## src/rtl/memattr_pkg.sv

```systemverilog
package memattr_pkg;
  localparam int XLEN         = 64;
  localparam int BYTES_PER_CR = XLEN / 8;
  localparam int CFG_W        = 7;
  localparam int ET_W         = 2;
  localparam int MT_LSB       = ET_W;
  localparam int MT_W         = CFG_W - MT_LSB;
  localparam int FEAT_BIT     = 30;

  localparam logic [ET_W-1:0] ETYPE_NAPOT = 2'd3;

  typedef enum logic [1:0] {
    BANK_CFG  = 2'd0,
    BANK_ADDR = 2'd1,
    BANK_FEAT = 2'd2,
    BANK_NONE = 2'd3
  } bank_e;

  typedef enum logic [MT_W-1:0] {
    MT_DEV_NB  = 5'd0,
    MT_DEV_B   = 5'd1,
    MT_NC_NB   = 5'd2,
    MT_NC_B    = 5'd3,
    MT_WB_NA   = 5'd8,
    MT_WB_RA   = 5'd9,
    MT_WB_WA   = 5'd10,
    MT_WB_RWA  = 5'd11
  } mtype_e;
endpackage

```

## src/rtl/memattr_regfile.sv

```systemverilog
module memattr_regfile
  import memattr_pkg::*;
#(
  parameter int NUM_ENTRIES = 16,
  localparam int IDX_W = $clog2(NUM_ENTRIES),
  localparam int CFG_REGS = (NUM_ENTRIES + BYTES_PER_CR - 1) / BYTES_PER_CR
) (
  input  logic                                  clk,
  input  logic                                  rst,
  input  logic [1:0]                            bank,
  input  logic [IDX_W-1:0]                      idx,
  input  logic                                  we,
  input  logic [XLEN-1:0]                       wdata,
  output logic [XLEN-1:0]                       rdata,
  output logic [NUM_ENTRIES-1:0][XLEN-1:0]      areg,
  output logic [NUM_ENTRIES-1:0][CFG_W-1:0]     cfg
);
  logic [XLEN-1:0] rd_next;

  // write decode; unimplemented targets fall through
  always_ff @(posedge clk) begin
    if (rst) begin
      areg <= '0;
      cfg  <= '0;
    end else if (we) begin
      case (bank_e'(bank))
        BANK_ADDR: begin
          if (int'(idx) < NUM_ENTRIES) areg[idx] <= wdata;
        end
        BANK_CFG: begin
          for (int r = 0; r < CFG_REGS; r++) begin
            if (int'(idx) == 2 * r) begin
              for (int b = 0; b < BYTES_PER_CR; b++) begin
                if (r * BYTES_PER_CR + b < NUM_ENTRIES)
                  cfg[r * BYTES_PER_CR + b] <= wdata[b*8 +: CFG_W];
              end
            end
          end
        end
        default: ;
      endcase
    end
  end

  always_comb begin
    rd_next = '0;
    case (bank_e'(bank))
      BANK_ADDR: begin
        if (int'(idx) < NUM_ENTRIES) rd_next = areg[idx];
      end
      BANK_CFG: begin
        for (int r = 0; r < CFG_REGS; r++) begin
          if (int'(idx) == 2 * r) begin
            for (int b = 0; b < BYTES_PER_CR; b++) begin
              if (r * BYTES_PER_CR + b < NUM_ENTRIES)
                rd_next[b*8 +: CFG_W] = cfg[r * BYTES_PER_CR + b];
            end
          end
        end
      end
      BANK_FEAT: rd_next[FEAT_BIT] = 1'b1;
      default:   rd_next = '0;
    endcase
  end

  always_ff @(posedge clk) begin
    if (rst) rdata <= '0;
    else     rdata <= rd_next;
  end
endmodule

```

## src/rtl/memattr_napot_match.sv

```systemverilog
module memattr_napot_match
  import memattr_pkg::*;
#(
  parameter int PA_W = 34
) (
  input  logic [XLEN-1:0]   areg,
  input  logic [ET_W-1:0]   etype,
  input  logic [PA_W-1:2]   addr,
  output logic              hit
);
  logic [XLEN-1:0] waddr;
  logic [XLEN-1:0] span;

  assign waddr = XLEN'(addr);
  // span marks the trailing ones of areg plus the first zero above them
  assign span  = areg ^ (areg + XLEN'(1));
  assign hit   = (etype == ETYPE_NAPOT) && (((waddr ^ areg) & ~span) == '0);
endmodule

```

## src/rtl/memattr_prio_pick.sv

```systemverilog
module memattr_prio_pick #(
  parameter int N = 16,
  localparam int IDX_W = $clog2(N)
) (
  input  logic [N-1:0]     hits,
  output logic             any,
  output logic [IDX_W-1:0] sel
);
  // scan from the top so the lowest set index is assigned last
  always_comb begin
    sel = '0;
    for (int i = N - 1; i >= 0; i--) begin
      if (hits[i]) sel = IDX_W'(i);
    end
  end
  assign any = |hits;
endmodule

```

## src/rtl/memattr_region_unit.sv

```systemverilog
module memattr_region_unit
  import memattr_pkg::*;
#(
  parameter int               NUM_ENTRIES   = 16,
  parameter int               PA_W          = 34,
  parameter logic [MT_W-1:0]  DEFAULT_MTYPE = 5'd0,
  localparam int              IDX_W         = $clog2(NUM_ENTRIES)
) (
  input  logic              clk,
  input  logic              rst,
  input  logic [1:0]        csr_bank,
  input  logic [IDX_W-1:0]  csr_idx,
  input  logic              csr_we,
  input  logic [XLEN-1:0]   csr_wdata,
  output logic [XLEN-1:0]   csr_rdata,
  input  logic              lk_req,
  input  logic [PA_W-1:2]   lk_addr,
  output logic              lk_vld,
  output logic              lk_hit,
  output logic [IDX_W-1:0]  lk_entry,
  output logic [MT_W-1:0]   lk_mtype
);
  logic [NUM_ENTRIES-1:0][XLEN-1:0]  areg;
  logic [NUM_ENTRIES-1:0][CFG_W-1:0] cfg;
  logic [NUM_ENTRIES-1:0]            hits;
  logic                              any_hit;
  logic [IDX_W-1:0]                  win;
  logic [CFG_W-1:0]                  win_cfg;

  memattr_regfile #(.NUM_ENTRIES(NUM_ENTRIES)) regs_i (
    .clk(clk), .rst(rst), .bank(csr_bank), .idx(csr_idx), .we(csr_we),
    .wdata(csr_wdata), .rdata(csr_rdata), .areg(areg), .cfg(cfg)
  );

  for (genvar g = 0; g < NUM_ENTRIES; g++) begin : g_entry
    memattr_napot_match #(.PA_W(PA_W)) match_i (
      .areg(areg[g]), .etype(cfg[g][ET_W-1:0]), .addr(lk_addr), .hit(hits[g])
    );
  end

  memattr_prio_pick #(.N(NUM_ENTRIES)) pick_i (
    .hits(hits), .any(any_hit), .sel(win)
  );

  assign win_cfg = cfg[win];

  always_ff @(posedge clk) begin
    if (rst) begin
      lk_vld   <= 1'b0;
      lk_hit   <= 1'b0;
      lk_entry <= '0;
      lk_mtype <= DEFAULT_MTYPE;
    end else begin
      lk_vld   <= lk_req;
      lk_hit   <= any_hit;
      lk_entry <= any_hit ? win : '0;
      lk_mtype <= any_hit ? win_cfg[CFG_W-1:MT_LSB] : DEFAULT_MTYPE;
    end
  end
endmodule

```

## config.mk

```make
export PLATFORM = sky130hd
export DESIGN_NAME = memattr_region_unit
export DESIGN_NICKNAME = d
export VERILOG_FILES = /design/src/rtl/memattr_pkg.sv /design/src/rtl/memattr_regfile.sv /design/src/rtl/memattr_napot_match.sv /design/src/rtl/memattr_prio_pick.sv /design/src/rtl/memattr_region_unit.sv
export SDC_FILE = /design/constraint.sdc
export NUM_CORES = 2
export LEC_CHECK = 0
export BUFFER_PORTS_ARGS = -buffer_cell sky130_fd_sc_hd__buf_2
export CAP_MARGIN = 10
export CORE_ASPECT_RATIO = 0.9
export CORE_MARGIN = 3
export CORE_UTILIZATION = 39
export DETAILED_ROUTE_END_ITERATION = 8
export SETUP_SLACK_MARGIN = 0.5
export SLEW_MARGIN = 15
export SYNTH_ARGS = -nofsm -noshare
export SYNTH_HDL_FRONTEND = slang
export SYNTH_SLANG_ARGS = --single-unit
```

## constraint.sdc

```tcl
create_clock -name clk -period 6.1 [get_ports clk]
set_input_delay 0.305 -clock clk [delete_from_list [all_inputs] [get_ports clk]]
set_output_delay 0.305 -clock clk [all_outputs]
set_load 0.05 [all_outputs]
```

==> results <==
- The flow ran to the end, and the final reports show no timing, DRC or antenna violations.
- The Yosys step of the flow raised 0 warnings.
- For the pin with the worst max-slew slack, the measured transition is between 1 and 1.5 ns.
- The count of maximum capacitance violations is 0.
- The overall fraction of global-route tracks in use is 47.8%.
- In this run the critical register-to-register path is launched from regs_i.areg[248]$_SDFFE_PP0P_.
- The synthesized-area fraction occupied by ao, oa, aoi and oai cells is between 10% and 20%.
- The instance area at placement is 77,000 µm².
- The die is approximately 410 µm tall.
- The number of global-route vias before repair is 73,600.
- IR analysis of the VDD net gives a maximum drop of 0.310 mV.
- In this run the worst setup path begins at regs_i.areg[248]$_SDFFE_PP0P_.
- The slowest stage of the critical path belongs to the cell sky130_fd_sc_hd__or4_1.
- The synthesized design contains 1,211 register bits.
- The global-route wire length before repair is 627,000 µm.
- The part of the Yosys area used for sequential elements is between 30% and 40%.
- In the synthesized netlist the async set-or-reset flop fraction comes to 0%.
- Yosys attributes the largest share of cell area to sky130_fd_sc_hd__dfxtp_1, sky130_fd_sc_hd__nand2_1, sky130_fd_sc_hd__mux4_2.
- The dominant synthesized flop cell is sky130_fd_sc_hd__dfxtp_1.
- The number of remaining DRC errors is 0.
- The dominant combinational cell family by area after synthesis is simple AND/OR/NAND/NOR gates.
- The cell depth of the worst hold path is 3.
- The number of failing hold endpoints at the final stage is 0.
- For this design the top-level I/O count stands at roughly 180.
- The areal power density over the cells is around 230 nW/µm².
- In the final routed layout, each cell accounts on average for around 39 µm.
- The clock network is responsible for about half of the overall power.
- The share of the cycle needed by the critical path after routing is between 90% and 100%.
- Of the cells placed in the final design, the portion with a size suffix greater than 1 is a little over an eighth.
- The analysis attributes to cell leakage a power of around 26 nW.
- The iteration-0 DRC count of the detailed router is between 10,000 and 15,000.
- The number of antenna violations at the first check in global routing is slightly above 70.
- Global routing finished with a remaining overflow of 0.
- Yosys mapped the design onto between 90 and 100 distinct sky130hd cell types.
- The total routed wirelength is ~470,000 µm.
- The cell count after synthesis came out at 9,556.
- The later pin in the worst-skew pair is clocked with a latency of 0.87 ns.
- The simple-gate portion of the synthesized area is ~28%.
- The kind of launch point of the worst setup path is a flop.
- Setup repair after global routing could not meet its margin everywhere.
- The number of cells on the worst reg-to-reg path is 14.
- Walking the worst path, the cells encountered are nand4_1 > a2111o_1 > nor4b_1 > nand4_1 > or4_1 > or3_1 > or4_1 > o21a_1 > or2_1 > buf_4 > a32oi_1 > a22oi_1 > a221oi_1 > a41o_1.
- The startpoint of the tightest hold check path is csr_wdata[23].
- The commonest cells after synthesis are sky130_fd_sc_hd__nand2_1, sky130_fd_sc_hd__a21oi_1, sky130_fd_sc_hd__dfxtp_1.
- The final weighted congestion in routability-driven placement is 1.11.
- The final net count is a little under 10,000.
- The category of cells accounting for the largest share of critical-path delay is simple AND/OR/NAND/NOR gates.
- The synthesized netlist devotes 5.12% of its cell area to XOR and XNOR gates.
- Summed over all nets, the switching power comes to 5.40 mW.
- No sink is reached through more buffers than the 3 on the longest clock path.
- The synthesized netlist devotes 0.278% of its cell area to adder and majority cells.
- The worst path required time is 6.89 ns.
- The number of buffers and inverters on the critical path is 1.
- After detailed routing, the number of vias per cell comes to roughly 6.7.
- In the final timing run, aggregate negative setup slack is 0 ns.
- The cell area after synthesis is ~72,000 µm².
- The relative max-transition margin is 14.0%.
- The die covers ~190,000 µm².
- The remaining antenna violation count is 0.
- The fraction of post-synthesis cell area in the top cell type by area is 33.7%.
- The initial utilization of the core area, before any placement, comes to between 30% and 40%.
- The count of buffers from port buffering is roughly 180.
- The finished cells cover 82,200 µm².
- The maximum fanout count along the critical path is 6.
- Of the total power, the share spent switching nets is 28.2%.
- The layout overhead on the synthesized area is 14.2%.
- The maximum single-stage delay on the critical path is about 0.63 ns.
- The portion of total power attributed to combinational logic is under 10%.
- In this run the number of cells on the critical path is 14.
- Counting every sink on the clock net gives 1,211.
- The most repeated cell in the gate-level netlist after synthesis is sky130_fd_sc_hd__nand2_1.
- The fraction of the core area covered by cells at the end of the flow is 45.1%.
- The largest total area in the synthesized netlist belongs to sky130_fd_sc_hd__dfxtp_1.
- The cell-internal power is 13.7 mW.
- Clock-pin slew was measured on the worst setup and hold paths at about 0.07 ns.
- Between clock sinks in the finished design, the worst skew comes to between 0.03 and 0.04 ns.
- The buffers inserted during post-CTS setup optimization is 0.
- The pre-antenna-repair detailed-routing pass consisted of 8 iterations.
- Counting flops with a built-in enable in the synthesized netlist gives 0.
- The worst setup path is of the reg2reg kind.
- The path class of the tightest hold or removal check is in2reg.
- Counting I/O delays and the setup requirement, the final critical path takes 5.53 ns.
- The TritonCTS clock tree is done.
- The wire-length estimate of the detail-placed layout is between 300,000 and 400,000 µm.
- TritonCTS created around 140 clock buffers.
- Setup violations remaining at the end of the flow were counted as 0.
- Entering global routing, the biggest net connects 194 pins.
- The category of the worst setup path capture point is a flop.
- The number of max-slew violations in the final report is 0.
- The critical path data arrival time is roughly 6.3 ns.
- The proportion of synthesized area in mux cells is a little over 10%.
- After floorplanning, the core was sized to cover 182,000 µm².
- The tree is rooted in a sky130_fd_sc_hd__clkbuf_16.
- The sequential group share of total power is 41.8%.
- The mean instance size in the synthesized netlist is around 7.5 µm².
- The overall via count from detail_route is 81,800.
- The clock tree synthesis step divided the H-tree into 4 levels.
- The initialized floorplan defines around 150 standard-cell rows.
- Timing would allow up to ~0.18 GHz.
- The synthesized netlist net count is about 9,700.
- The x dimension of the die is between 400 and 500 µm.
[worst paths after layout]
path	end	slack (ns)
max	lk_mtype[2]$_SDFF_PP0_	0.57
min	regs_i.areg[343]$_SDFFE_PP0P_	0.05
max reg2reg	lk_mtype[2]$_SDFF_PP0_	0.57
min reg2reg	regs_i.cfg[108]$_SDFFE_PP0P_	0.47
[power by group through the flow]
stage / Clock [mW] / Sequential, mW / Combinational, mW
detailed placement: 0 / 8.17 / 1.57
CTS: 9.43 / 8.00 / 1.57
global route: 9.73 / 8.00 / 1.66
finish: 9.45 / 8.00 / 1.67
global placement: 0 / 8.17 / 1.56
floorplan: 0 / 8.15 / 0.819
[layer usage]
metal  global-route usage (%)  up-vias  wire, µm
met5                    0.564        -       287
met4                     39.7       24     48700
met3                     17.1     1469     63000
met2                     69.5     6047    192000
met1                     56.3    39900    166000
li1                         -    34300         -
[cell usage in the layout, fill, tap and decap left out, drive strengths merged, types with 24 or more instances in the layout]
cell / netlist / layout
a2111oi: 34 / 34
and2: 37 / 37
and4: 62 / 62
and3: 72 / 72
diode: 0 / 40
dfxtp: 1211 / 1211
xor2: 227 / 227
a31oi: 75 / 75
nor2b: 36 / 36
or3: 28 / 28
a21boi: 38 / 38
o31ai: 63 / 63
a41oi: 33 / 33
a22oi: 118 / 118
clkbuf: 615 / 200
clkinv: 0 / 33
a21oi: 1342 / 1342
nor4: 147 / 147
or2: 25 / 25
o21ai: 260 / 260
nand4: 329 / 329
nand3: 342 / 342
nand2b: 26 / 26
or4: 24 / 24
buf: 97 / 630
xnor2: 194 / 194
nor2: 377 / 377
mux4: 320 / 320
nand2: 2759 / 2759
nor3: 118 / 118
inv: 147 / 157
[cell families after synthesis]
kind of cell,Yosys count
mux,331
compound gates,2275
flops,1211
buf+inv,859
fa+ha+maj,16
xor+xnor,421
simple gates,4443
[final cells by class]
type / instances / area (µm²)
Antenna cell: 40 / 100
Clock buffer: 200 / 4170
Clock inverter: 62 / 871
Fill cell: 18500 / 100000
Inverter: 147 / 552
Multi-Input combinational cell: 7486 / 44800
Sequential cell: 1211 / 24200
Tap cell: 2400 / 3000
Timing Repair Buffer: 636 / 4480
[per-stage QoR]
stage / setup slack [ns] / power, mW / hold slack (ns) / std cells
detailed placement: 0.642 / 9.74 / 0.461 / 11900
global placement: 0.615 / 9.73 / 0.457 / 11900
CTS: 0.642 / 19.0 / 0.0130 / 12100
global route: 0.486 / 19.4 / 0.0225 / 12200
floorplan: 1.81 / 8.97 / 0.433 / 9556
finish: 0.571 / 19.1 / 0.0456 / 12200
[registers in the layout (all words and copies together) (netlist names)]
name          cells
regs_i.cfg      112
lk_entry          4
lk_hit            1
lk_vld            1
lk_mtype          5
regs_i.areg    1024
regs_i.rdata     64
[worst register-to-register path, delay by kind of cell, from the launching register on]
family                 cells  cell delay [ns]
DFF                        1             0.57
and+or+nand+nor            7             2.93
buffers and inverters      1             0.19
AOI/OAI and AO/OA          6             1.76
[what timing repair did]
item | 4_1_cts | 5_1_grt
setup endpoints to repair | 0 | 5
resized for setup | 0 | 10
hold buffers | 6 | 0
endpoints found under the hold margin | 74 | 0
Note: power is estimated with default switching activity, not from simulation.
